--- src/rtl/fclamp_pkg.sv ---
package fclamp_pkg;
  localparam int EXP_W = 8;
  localparam int MAN_W = 23;
  localparam int FP_W  = 1 + EXP_W + MAN_W;
  localparam logic [EXP_W-1:0] EXP_BIAS = {1'b0, {(EXP_W-1){1'b1}}};
  localparam logic [EXP_W-1:0] EXP_MAX  = {EXP_W{1'b1}};

  typedef struct packed {
    logic             sgn;
    logic [EXP_W-1:0] exp;
    logic [MAN_W-1:0] man;
  } fp_t;

  localparam fp_t FP_PZERO = '{sgn: 1'b0, exp: '0, man: '0};
  localparam fp_t FP_PONE  = '{sgn: 1'b0, exp: EXP_BIAS, man: '0};
  localparam fp_t FP_MONE  = '{sgn: 1'b1, exp: EXP_BIAS, man: '0};

  function automatic logic is_nan(fp_t a);
    return (a.exp == EXP_MAX) && (a.man != '0);
  endfunction

  // |a| > 1.0 for non-NaN a: magnitude fields compare as an unsigned integer
  function automatic logic above_one(fp_t a);
    return {a.exp, a.man} > {EXP_BIAS, {MAN_W{1'b0}}};
  endfunction
endpackage

--- src/rtl/fclamp_zero_floor.sv ---
module fclamp_zero_floor
  import fclamp_pkg::*;
(
  input  fp_t  a_i,
  input  logic en_i,
  output fp_t  y_o
);
  logic floor_hit;

  // NaN and anything with the sign bit set (incl. -0.0) floor to +0.0
  assign floor_hit = a_i.sgn || is_nan(a_i);

  always_comb begin
    y_o = a_i;
    if (en_i && floor_hit) y_o = FP_PZERO;
  end
endmodule

--- src/rtl/fclamp_unit_sym.sv ---
module fclamp_unit_sym
  import fclamp_pkg::*;
(
  input  fp_t  a_i,
  input  logic en_i,
  output fp_t  y_o
);
  logic nan_in, over;

  assign nan_in = is_nan(a_i);
  assign over   = !nan_in && above_one(a_i);

  always_comb begin
    y_o = a_i;
    if (en_i) begin
      if (nan_in)    y_o = FP_MONE;
      else if (over) y_o = a_i.sgn ? FP_MONE : FP_PONE;
    end
  end
endmodule

--- src/rtl/fclamp_stage.sv ---
module fclamp_stage
  import fclamp_pkg::*;
#(
  parameter bit ZERO_FIRST = 1'b1
) (
  input  logic            clk_i,
  input  logic            rst_ni,
  input  logic [FP_W-1:0] val_i,
  input  logic [1:0]      mode_i,
  output logic [FP_W-1:0] res_o
);
  localparam int M_FLOOR = 0;
  localparam int M_UNIT  = 1;

  fp_t op, mid, fin;
  logic en_floor, en_unit;

  assign op       = fp_t'(val_i);
  assign en_floor = mode_i[M_FLOOR];
  assign en_unit  = mode_i[M_UNIT];

  generate
    if (ZERO_FIRST) begin : g_floor_first
      fclamp_zero_floor u_floor (.a_i(op),  .en_i(en_floor), .y_o(mid));
      fclamp_unit_sym   u_unit  (.a_i(mid), .en_i(en_unit),  .y_o(fin));
    end else begin : g_unit_first
      fclamp_unit_sym   u_unit  (.a_i(op),  .en_i(en_unit),  .y_o(mid));
      fclamp_zero_floor u_floor (.a_i(mid), .en_i(en_floor), .y_o(fin));
    end
  endgenerate

  always_ff @(posedge clk_i or negedge rst_ni) begin
    if (!rst_ni) res_o <= '0;
    else         res_o <= fin;
  end

  p_pass_r1: assert property (@(posedge clk_i) disable iff (!rst_ni)
    (mode_i == 2'b00) |=> (res_o == $past(val_i)));

  p_floor_nonneg_r2: assert property (@(posedge clk_i) disable iff (!rst_ni)
    mode_i[M_FLOOR] |=> !res_o[FP_W-1]);

  p_unit_bound_r3: assert property (@(posedge clk_i) disable iff (!rst_ni)
    mode_i[M_UNIT] |=> (res_o[FP_W-2:0] <= {EXP_BIAS, {MAN_W{1'b0}}}));

  p_unit_interval_r4: assert property (@(posedge clk_i) disable iff (!rst_ni)
    (mode_i == 2'b11) |=> (!res_o[FP_W-1] && res_o[FP_W-2:0] <= {EXP_BIAS, {MAN_W{1'b0}}}));

  p_nan_unit_r5: assert property (@(posedge clk_i) disable iff (!rst_ni)
    (mode_i == 2'b10 && is_nan(op)) |=> (res_o == FP_MONE));

  p_negzero_r6: assert property (@(posedge clk_i) disable iff (!rst_ni)
    (mode_i[M_FLOOR] && val_i == {1'b1, {(FP_W-1){1'b0}}}) |=> (res_o == '0));

  always_ff @(posedge clk_i) begin
    if (!rst_ni) p_reset_zero_r7: assert (res_o == '0);
  end
endmodule

--- config.mk ---
export PLATFORM = sky130hd
export DESIGN_NAME = fclamp_stage
export DESIGN_NICKNAME = d
export VERILOG_FILES = /design/src/rtl/fclamp_pkg.sv /design/src/rtl/fclamp_zero_floor.sv /design/src/rtl/fclamp_unit_sym.sv /design/src/rtl/fclamp_stage.sv
export SDC_FILE = /design/constraint.sdc
export NUM_CORES = 1
export LEC_CHECK = 0
export BUFFER_PORTS_ARGS = -buffer_cell sky130_fd_sc_hd__buf_4
export CORE_MARGIN = 8
export CORE_UTILIZATION = 36
export CTS_CLUSTER_DIAMETER = 60
export DETAILED_ROUTE_END_ITERATION = 10
export GPL_TIMING_DRIVEN = 0
export PLACE_DENSITY = 0.72
export SYNTH_ARGS = -nofsm -noshare
export SYNTH_HDL_FRONTEND = slang
export SYNTH_SLANG_ARGS = --single-unit
--- constraint.sdc ---
create_clock -name clk_i -period 0.8 [get_ports clk_i]
set_clock_uncertainty 0.2 [all_clocks]
set_input_delay 0.16 -clock clk_i [delete_from_list [all_inputs] [get_ports clk_i]]
set_output_delay 0.16 -clock clk_i [all_outputs]
set_load 0.01 [all_outputs]
== Word level (Yosys, flattened, before mapping) ==
Cells that the tools add are included.

* Muxes and demuxes: 5
* Add/subtract/negate cells: 0
* Reductions and logical operators: 8
* Shift-type cells: 0
* Equal/unequal tests: 2
* Divide/modulo/power cells: 0
* Multipliers: 0
* Bitwise gates (word level): 0
* Magnitude comparators: 1

{| class="wikitable"
|+ Operators with widths
! cell !! count
|-
| 32-bit 2-to-1 mux || 5
|-
| 23-bit nonzero test || 2
|-
| 31-bit by 30-bit > comparator with 1-bit output, second input constant || 1
|-
| 8-bit equality test, second input constant || 2
|-
| 1-bit logical AND || 4
|-
| 1-bit zero test || 1
|-
| 1-bit logical OR || 1
|}

* Word-level logic and storage cells: 17
* RAM bits: 0
* Flip-flop bits (word level): 32
* Output and inout bits: 32
* ROM bits: 0
* Input bits: 36
* Memories kept: 0
* Latch bits: 0

== Longest topological paths before layout ==
Gate-level depths: netlist (run 1).

* Depth in word-level cells: 12
* Gate-level depth with buffers: 5
* Gate-level depth less buffers: 4

== By module ==
A second synthesis (run 1) with hierarchy kept.

* Cells, all modules: 130
* Area total of the unflattened synthesis: 1,521.5 µm²

{| class="wikitable"
|+ By module, submodules not included
! module !! times used !! cells each !! area each (µm²) !! sequential area each (µm²)
|-
| fclamp_stage || 1 || 32 || 800.8 || 800.8
|-
| fclamp_unit_sym || 1 || 51 || 409.1 || 0.0
|-
| fclamp_zero_floor || 1 || 47 || 311.5 || 0.0
|}

== Least setup slack after synthesis (run 1) ==
Ideal clock, no wire load.

* Path kind: input-to-reg
* Start point: in val_i[4]
* End point: reg res_o[12]
* Stages on the path: 5
* Library setup time: 0.073 ns
* Data arrival time: 1.272 ns
* Data required time: 0.527 ns
* Setup slack: -0.745 ns
* Buffers on the path: 1
* Cell sequence: or4_4 nor2_8 nand4_4 buf_6 a21boi_2

{| class="wikitable"
|+ RTL lines
! item !! line !! source
|-
| start: declaration || fclamp_stage.sv:8 || <nowiki>input logic [FP_W-1:0] val_i,</nowiki>
|-
| end signal: assignment || fclamp_stage.sv:34 || <nowiki>else res_o <= fin;</nowiki>
|-
| end: declaration || fclamp_stage.sv:10 || <nowiki>output logic [FP_W-1:0] res_o</nowiki>
|}

==> results.py, run 1 <==
metrics = {
    "sta": {
        "fmax_mhz": 712.4,
        "hold-worst-slack_ns": -0.4494,
        "timing.slew.headroom_pct": 65.82,
        "setup_violations": 64,
        "fin_crit_ns": 1.404,
        "setup_ws_ns": -0.6036,
        "finalMaxSlewViolations": 0,
        "rsz0062_at_grt": "yes",
        "worstMarginPinSlew_ns": 0.5127,
        "min_period_over_period_pct": 175.5,
        "hold_violations": 64,
    },
    "drt": {
        "post_drt_wl_per_cell_um": 16.25,
        "drt-initial-drc-count": 38,
        "firstDrtPassIters": 4,
        "route.vias.total": 1128,
        "viasPerCell": 4.800,
        "drc": 0,
        "finalWirelength_um": 3819,
        "ant_nets": 0,
    },
    "global_route": {
        "grt-ovfl-total": 0,
        "grt_pass1_vias": 1232,
        "grt_max_degree": 33,
        "grt_antenna_before_repair": 0,
        "grtUsageTotal_pct": 12.86,
        "grt_first_pass_wirelength_um": 6058,
    },
    "worst_setup_path": {
        "crit_buf_inv": 2,
        "cp-end-kind": "flip-flop",
        "cp-endpoint": "res_o[21]$_DFF_PN0_",
        "path_cells": "buf_6 -> or4_4 -> nor2_8 -> nand4_4 -> clkbuf_16 -> a21boi_2",
        "cp_top_family": "simple AND/OR/NAND/NOR gates",
        "slowest_stage": "or4_4",
        "arrival_ns": 1.44,
        "criticalPathCategory": "in -> reg",
        "start_kind": "primary input",
        "critPathMaxStageDelay_ns": 0.57,
        "cp.depth": 6,
        "critical_path_peak_fanout": 6,
        "crit_start": "val_i[8]",
        "critPathRequiredTime_ns": 0.84,
    },
    "cells_and_area": {
        "fill_cells": 287,
        "registers.top_by_ff_count": "res_o",
        "mostFrequentLayoutCells": "buf_6, buf_4, dfrtp_1, a21boi_2",
        "final_common_cell": "buf_6",
        "antenna_cells": 0,
        "finalNetCount": 222,
        "reg_top3": "res_o x32",
        "drive_above_1_share_pct": 62.03,
        "area_growth_syn_to_layout_pct": 72.91,
        "final_area_um2": 2276,
        "largest_register_ffs": 32,
        "final_cell_count_no_fill": 235,
    },
    "pwr": {
        "p_per_area_nw_per_um2": 1526,
        "leakagePower_nw": 1.091,
        "comb_power_share_pct": 22.1,
        "clock_power_share_pct": 26.7,
        "p_sw_w": 0.0008832,
        "switching_share_pct": 25.42,
        "vdd_drop_max_mv": 0.7804,
        "seq_power_share_pct": 51.3,
        "internal-power_w": 0.002591,
    },
    "logic_synthesis": {
        "synth_area_leaders": "dfrtp_1, a21boi_2, and2_1",
        "yosysWarnings": 0,
        "syn_inst": 101,
        "syn_area_um2": 1316,
        "synth-seq-cells": 32,
        "synth_fp_nets": 137,
        "yosysSeqAreaShare_pct": 60.84,
        "synth.largest_area_cell": "dfrtp_1",
        "synth.avg_cell_area_um2": 13.03,
        "synth.top_cell.area_share_pct": 60.84,
        "netlist-cell-type-count": 26,
    },
    "floorplan": {
        "io_pins": 68,
        "die_height_um": 76.47,
        "dieArea_um2": 5847,
        "core-area_um2": 3578,
        "die_w_um": 76.47,
        "rows": 22,
        "initial_core_util_pct": 36.78,
    },
    "place": {
        "dp.cells": 216,
        "globalplace.congestion": 0.7669,
        "pre_cts_ws_ns": -0.9301,
        "port_buffers": 67,
        "dp_hpwl_um": 2792,
        "place_area_um2": 1899,
    },
    "clocking": {
        "cts-root-buf": "clkbuf_4",
        "cts_sinks": 32,
        "clk_path_buf_depth": 2,
        "cts_max_level": 2,
        "clkTransAtPathRegs_ns": 0.10,
        "cts_tree": "built",
        "cts_inserted_buffers": 5,
    },
    "outcome": {
        "violations": "hold timing, setup timing",
        "status": "complete, but fails checks",
    },
    "job": {
        "maxCapViolations": 0,
    },
    "min_path": {
        "hp-class": "in -> async",
    },
}
## cell usage after synthesis
cell type	number
nor2_8	1
or4_4	2
a311o_1	1
a31oi_1	1
nor3_1	2
a311oi_1	1
nor4_1	3
nor2_1	9
buf_6	1
buf_4	1
a2111oi_4	1
a32o_1	1
nand3_1	2
nand2_1	5
a21boi_2	10
nand4_1	1
and2_2	1
and4b_1	1
nand4_4	1
clkbuf_2	1
a21boi_0	4
inv_1	2
and2_1	8
and4_2	1
o21ai_0	8
dfrtp_1	32
## worst min path at each step
| stage | cells past startpoint | slack, ns | endpoint |
|---|---|---|---|
| final | 1 | -0.45 | res_o[8]$_DFF_PN0_ |
| after global routing | 1 | -0.45 | res_o[0]$_DFF_PN0_ |
| after CTS | 1 | -0.46 | res_o[5]$_DFF_PN0_ |
| after detailed placement | 1 | -0.09 | res_o[4]$_DFF_PN0_ |
| after global placement | 1 | -0.09 | res_o[4]$_DFF_PN0_ |
| after floorplan | 0 | -0.34 | res_o[0]$_DFF_PN0_ |
## routing by layer
metal / vias up / wire [um] / global-route usage [%]
li1: 528 / - / -
met1: 545 / 1497 / 14.43
met2: 49 / 1962 / 20.48
met3: 6 / 274 / 4.953
met4: 0 / 85 / 7.115
met5: - / 0 / 0
## kinds of logic (layout without fill, tap and decap cells)
kind of cell	Yosys count	in the layout	share of synthesized area (%)
AO/OA/AOI/OAI	27	27	18.63
buffers and inverters	5	91	2.376
flip-flops	32	32	60.84
AND/OR/NAND/NOR	37	37	18.16
## repair_timing
action | 4_1_cts | 5_1_grt
endpoints found under the hold margin | 64 | 64
setup endpoints to repair | 64 | 64
pin swaps | 14 | 5
gates cloned | 0 | 1
buffers inserted | 5 | 5
gates resized for setup | 50 | 6
## stage by stage
stage | power (W) | setup TNS, ns | hold slack (ns) | utilization, %
2_1_floorplan | 0.002023 | -18.66 | -0.3356 | -
3_3_place_gp | 0.002418 | -26.24 | -0.08663 | 53.08
3_5_place_dp | 0.002434 | -27.24 | -0.08714 | 53.08
4_1_cts | 0.003498 | -26.31 | -0.4586 | 61.26
5_1_grt | 0.003665 | -29.40 | -0.4485 | 63.60
6_report | 0.003474 | -27.05 | -0.4494 | 63.60
## layout make-up
class	instances	area (um^2)	share of cell area [%]
Buffer	3	31.28	1.374
Clock buffer	6	51.30	2.254
Clock inverter	2	10.01	0.4398
Inverter	2	7.507	0.3299
Multi-Input combinational cell	64	554.3	24.35
Sequential cell	32	800.8	35.18
Tap cell	48	60.06	2.639
Timing Repair Buffer	78	760.7	33.43
## power groups by stage
stage / clock [W] / sequential (W) / combinational [W]
after CTS: 0.000971 / 0.00178 / 0.000745
after detailed placement: 0 / 0.00179 / 0.000641
after global routing: 0.00105 / 0.00179 / 0.000826
final: 0.000926 / 0.00178 / 0.000767
after floorplan: 0 / 0.00185 / 0.000171
after global placement: 0 / 0.00179 / 0.000629
Power figures use the tool's default switching activity.
==> run 2: changes to the inputs <==
- REMOVE_ABC_BUFFERS: not set -> 1
==> results.py, run 2 (synthesized netlist as in run 1, its figures left out) <==
metrics = {
    "outcome": {
        "status": "complete, but fails checks",
        "violations": "hold timing, setup timing",
    },
    "worst_setup_path": {
        "critPathMaxStageDelay_ns": 0.56,
        "cp-end-kind": "flip-flop",
        "arrival_ns": 1.43,
        "criticalPathCategory": "in -> reg",
        "critical_path_peak_fanout": 8,
        "cp_top_family": "simple AND/OR/NAND/NOR gates",
        "start_kind": "primary input",
        "cpMostUsedCell": "buf_6",
        "path_cells": "buf_6 -> or4_4 -> nor2_8 -> buf_6 -> a2111oi_4 -> and4b_1",
        "crit_start": "val_i[11]",
        "cp.depth": 6,
        "critPathRequiredTime_ns": 0.87,
        "cp-endpoint": "res_o[22]$_DFF_PN0_",
        "slowest_stage": "or4_4",
        "crit_buf_inv": 2,
    },
    "sta": {
        "worstMarginPinSlew_ns": 0.5114,
        "setup_ws_ns": -0.5598,
        "finalMaxSlewViolations": 0,
        "fin_crit_ns": 1.360,
        "hold_violations": 63,
        "tns_ns": -26.72,
        "hold-worst-slack_ns": -0.4485,
        "rsz0062_at_grt": "yes",
        "min_period_over_period_pct": 170.0,
        "timing.slew.headroom_pct": 65.90,
        "setup_violations": 64,
        "fmax_mhz": 735.4,
    },
    "cells_and_area": {
        "mostFrequentLayoutCells": "buf_6, buf_4, dfrtp_1, a21boi_2",
        "final_common_cell": "buf_6",
        "antenna_cells": 0,
        "reg_top3": "res_o x32",
        "area_growth_syn_to_layout_pct": 69.58,
        "finalNetCount": 216,
        "drive_above_1_share_pct": 59.67,
        "final_area_um2": 2232,
        "largest_register_ffs": 32,
        "registers.top_by_ff_count": "res_o",
    },
    "floorplan": {
        "rows": 22,
        "io_pins": 68,
        "core-area_um2": 3578,
        "die_w_um": 76.47,
        "dieArea_um2": 5847,
        "die_height_um": 76.47,
        "initial_core_util_pct": 36.78,
    },
    "clocking": {
        "cts-root-buf": "clkbuf_4",
        "cts_tree": "built",
        "cts_sinks": 32,
        "clkTransAtPathRegs_ns": 0.10,
        "clk_path_buf_depth": 2,
        "cts_inserted_buffers": 5,
        "cts_max_level": 2,
    },
    "pwr": {
        "leakagePower_nw": 1.062,
        "p_per_area_nw_per_um2": 1560,
        "vdd_drop_max_mv": 1.199,
    },
    "drt": {
        "finalWirelength_um": 3663,
        "viasPerCell": 4.686,
        "drc": 0,
        "post_drt_wl_per_cell_um": 16.00,
        "drt-initial-drc-count": 31,
        "ant_nets": 0,
        "firstDrtPassIters": 4,
        "route.vias.total": 1073,
    },
    "job": {
        "maxCapViolations": 0,
    },
    "place": {
        "port_buffers": 67,
        "globalplace.congestion": 0.7722,
        "dp_hpwl_um": 2751,
        "place_area_um2": 1856,
    },
    "global_route": {
        "grt_pass1_vias": 1278,
        "grt-ovfl-total": 0,
        "grtUsageTotal_pct": 13.16,
        "grt_first_pass_wirelength_um": 6189,
        "grt_max_degree": 33,
        "grt_antenna_before_repair": 0,
    },
    "min_path": {
        "hp-class": "in -> async",
    },
}
run 2: repair_timing:
item / CTS / global route
gates cloned: 1 / 0
setup buffers: 7 / 0
hold endpoints to repair: 63 / 63
endpoints found under the setup margin: 64 / 64
pin swaps: 29 / 13
resized for setup: 57 / 5
run 2: area by class of cell:
type / instances / area [um^2]
clock buffers: 8 / 58.81
fillers: 292 / 1346
inverters: 2 / 7.507
multi-input cells: 64 / 549.3
flip-flops and latches: 32 / 800.8
well taps: 48 / 60.06
repair buffers: 75 / 755.7
run 2: per-layer routing:
metal	track usage [%]	share of wire, %
met5	0	0
met4	5.385	1.8
met1	12.52	35
met3	6.840	8.5
met2	23.22	55
run 2: power by group:
| group | internal [W] | switching (W) |
|---|---|---|
| registers | 0.00173 | 0.0000530 |
| logic | 0.000450 | 0.000312 |
| clock network | 0.000433 | 0.000506 |
| total | 0.00261 | 0.000871 |
run 2: stage by stage:
step | cells | utilization (%) | setup WS, ns | power, W | hold WS [ns]
global placement | 213 | 51.85 | -1.162 | 0.002389 | -0.08934
floorplan | 98 | - | -0.8583 | 0.002002 | -0.3356
detailed placement | 213 | 51.85 | -1.285 | 0.002413 | -0.07981
CTS | 229 | 62.03 | -0.5506 | 0.003524 | -0.4463
global route | 229 | 62.38 | -0.5795 | 0.003678 | -0.4385
finish | 229 | 62.38 | -0.5598 | 0.003482 | -0.4485
run 2: worst min-delay path by stage:
stage,endpoint,slack [ns]
CTS,res_o[3]$_DFF_PN0_,-0.45
detailed placement,res_o[3]$_DFF_PN0_,-0.08
global route,res_o[3]$_DFF_PN0_,-0.44
finish,res_o[3]$_DFF_PN0_,-0.45
floorplan,res_o[0]$_DFF_PN0_,-0.34
global placement,res_o[23]$_DFF_PN0_,-0.09
==> run 3: changes to the inputs <==
- ABC_AREA: not set -> 1
- PLACE_DENSITY: 0.72 -> 0.71
==> results.py, run 3 <==
metrics = {
    "clocking": {
        "cts_inserted_buffers": 5,
        "clkTransAtPathRegs_ns": 0.07,
        "clk_path_buf_depth": 2,
        "cts-root-buf": "clkbuf_8",
        "cts_tree": "built",
        "cts_max_level": 2,
        "cts_sinks": 32,
    },
    "sta": {
        "worstMarginPinSlew_ns": 0.5752,
        "tns_ns": -41.67,
        "rsz0062_at_grt": "yes",
        "finalMaxSlewViolations": 0,
        "fin_crit_ns": 1.822,
        "fmax_mhz": 548.9,
        "hold-worst-slack_ns": -0.3944,
        "timing.slew.headroom_pct": 61.23,
        "hold_violations": 60,
        "min_period_over_period_pct": 227.7,
        "setup_violations": 64,
        "setup_ws_ns": -1.022,
    },
    "floorplan": {
        "initial_core_util_pct": 38.08,
        "core-area_um2": 3716,
        "die_w_um": 78.70,
        "die_height_um": 78.70,
        "rows": 22,
        "io_pins": 68,
        "dieArea_um2": 6193,
    },
    "logic_synthesis": {
        "yosysWarnings": 0,
        "post_synth_fa_ha_maj_area_fraction_pct": 0,
        "synthTopCellsByCount": "nand2_1, nor2_1, dfrtp_1, nor2_2, nand3_1",
        "synth_ff_type": "dfrtp_1",
        "postSynth.asyncResetShare_pct": 100.0,
        "synth_compound_area_share_pct": 2.918,
        "synth.largest_area_cell": "dfrtp_1",
        "synth_most_common_cell": "nand2_1",
        "synth.area.mux_share_pct": 0,
        "syn_inst": 167,
        "syn_area_um2": 1415,
        "synth_top_family_by_area": "simple AND/OR/NAND/NOR gates",
        "netlist-cell-type-count": 17,
        "synth-seq-cells": 32,
        "synth.top_cell.area_share_pct": 56.59,
        "yosysSeqAreaShare_pct": 56.59,
        "synth_edf_count": 0,
        "synth.avg_cell_area_um2": 8.474,
        "synth_area_leaders": "dfrtp_1, nand2_1, nor2_1",
        "synth_xor_area_share_pct": 0,
        "synth-simple-area-share_pct": 35.10,
    },
    "drt": {
        "drt-initial-drc-count": 108,
        "route.vias.total": 1520,
        "firstDrtPassIters": 4,
        "drc": 0,
        "finalWirelength_um": 5440,
        "post_drt_wl_per_cell_um": 17.44,
        "viasPerCell": 4.872,
        "ant_nets": 0,
    },
    "place": {
        "dp_hpwl_um": 2839,
        "port_buffers": 67,
        "globalplace.congestion": 0.7330,
        "pre_cts_ws_ns": -2.156,
    },
    "global_route": {
        "grt-ovfl-total": 0,
        "grt_pass1_vias": 1608,
        "grt_first_pass_wirelength_um": 7907,
        "grt_antenna_before_repair": 0,
        "grtUsageTotal_pct": 16.25,
        "use_met1_pct": 19.44,
        "busiest_layer": "met2",
        "met2_usage_pct": 27.75,
        "use_met3_pct": 4.167,
        "grt_max_degree": 33,
    },
    "worst_setup_path": {
        "critical_path_peak_fanout": 12,
        "arrival_ns": 1.83,
        "criticalPathCategory": "in -> reg",
        "cp-end-kind": "flip-flop",
        "critPathRequiredTime_ns": 0.81,
        "start_kind": "primary input",
    },
    "cells_and_area": {
        "largest_register_ffs": 32,
        "registers.top_by_ff_count": "res_o",
        "mostFrequentLayoutCells": "buf_6, nand2_1, buf_4, dfrtp_1, nor2_4",
        "antenna_cells": 0,
        "area_growth_syn_to_layout_pct": 101.9,
        "reg_top3": "res_o x32",
        "fin_util_pct": 76.90,
        "final_common_cell": "buf_6",
        "drive_above_1_share_pct": 62.50,
        "finalNetCount": 299,
    },
    "outcome": {
        "violations": "hold timing, setup timing",
        "status": "complete, but fails checks",
    },
    "pwr": {
        "finalPower_w": 0.004246,
        "p_per_area_nw_per_um2": 1486,
        "vdd_drop_max_mv": 0.8720,
        "leakagePower_nw": 1.393,
    },
    "min_path": {
        "hp-class": "in -> async",
    },
    "job": {
        "maxCapViolations": 0,
    },
}
==> run 3: cell count changes after synthesis, sizes merged, moves of 2 or more <==
cell    change
buf         +2
a21boi     -14
nand2      +52
inv         +6
nor2       +37
o41ai       +3
nor4        -3
nand3       +8
and2        -9
or4         -2
o21ai       -8
==> run 3: metrics by stage <==
step	cells	area (um^2)
final	312	2858
after global routing	312	2858
after CTS	310	2676
after detailed placement	276	1932
after global placement	276	1932
after floorplan	161	1369
==> run 3: timing repair <==
item,4_1_cts,5_1_grt
gates cloned,3,0
setup buffers,23,2
endpoints found under the setup margin,64,64
endpoints found under the hold margin,64,62
gates resized for setup,103,42
pin swaps,36,15
==> run 3: layer usage <==
metal	routed length, um	vias to the layer above
met5	0	-
met4	165	0
met3	349	15
met2	2832	69
met1	2092	721
li1	-	715
==> run 3: cell type report <==
| type | count | area [um^2] |
|---|---|---|
| Multi-Input combinational cell | 124 | 910.9 |
| Sequential cell | 32 | 800.8 |
| Clock buffer | 6 | 82.58 |
| Timing Repair Buffer | 92 | 963.4 |
| Fill cell | 256 | 858.3 |
| Inverter | 8 | 30.03 |
| Clock inverter | 2 | 10.01 |
| Tap cell | 48 | 60.06 |
==> run 3: report_power, final <==
part | leakage (nW) | internal (W) | switching [W] | total (W)
clock network | 0.0510 | 0.000686 | 0.000611 | 0.00130
logic | 0.943 | 0.000613 | 0.000542 | 0.00115
registers | 0.398 | 0.00174 | 0.0000582 | 0.00179
total | 1.39 | 0.00304 | 0.00121 | 0.00425
==> run 3: worst max-delay path by stage <==
stage | start | end | slack [ns] | cells after the start
after global placement | val_i[1] | res_o[14]$_DFF_PN0_ | -2.10 | 15
after global routing | val_i[13] | res_o[13]$_DFF_PN0_ | -1.08 | 15
final | val_i[21] | res_o[13]$_DFF_PN0_ | -1.02 | 15
after detailed placement | val_i[1] | res_o[16]$_DFF_PN0_ | -2.16 | 15
after CTS | val_i[8] | res_o[16]$_DFF_PN0_ | -0.96 | 15
after floorplan | val_i[1] | res_o[0]$_DFF_PN0_ | -1.42 | 14
==> run 3: worst max-delay path, cell delays in order <==
cell     delay [ns]
buf_4          0.13
nor2_4         0.10
nand2_1        0.09
nor2_2         0.10
nand3_1        0.09
nand2_2        0.10
nand2_4        0.09
nand2_8        0.11
nand3_4        0.10
nor2_4         0.14
nand3_4        0.11
nor2_4         0.21
nor2_4         0.07
buf_12         0.15
nor2_1         0.09
==> run 3: cells by family (layout without fill, tap and decap cells) <==
| logic type | count (synthesis) | after routing |
|---|---|---|
| and+or+nand+nor | 116 | 119 |
| DFF | 32 | 32 |
| buffers and inverters | 14 | 108 |
| AOI/OAI and AO/OA | 5 | 5 |
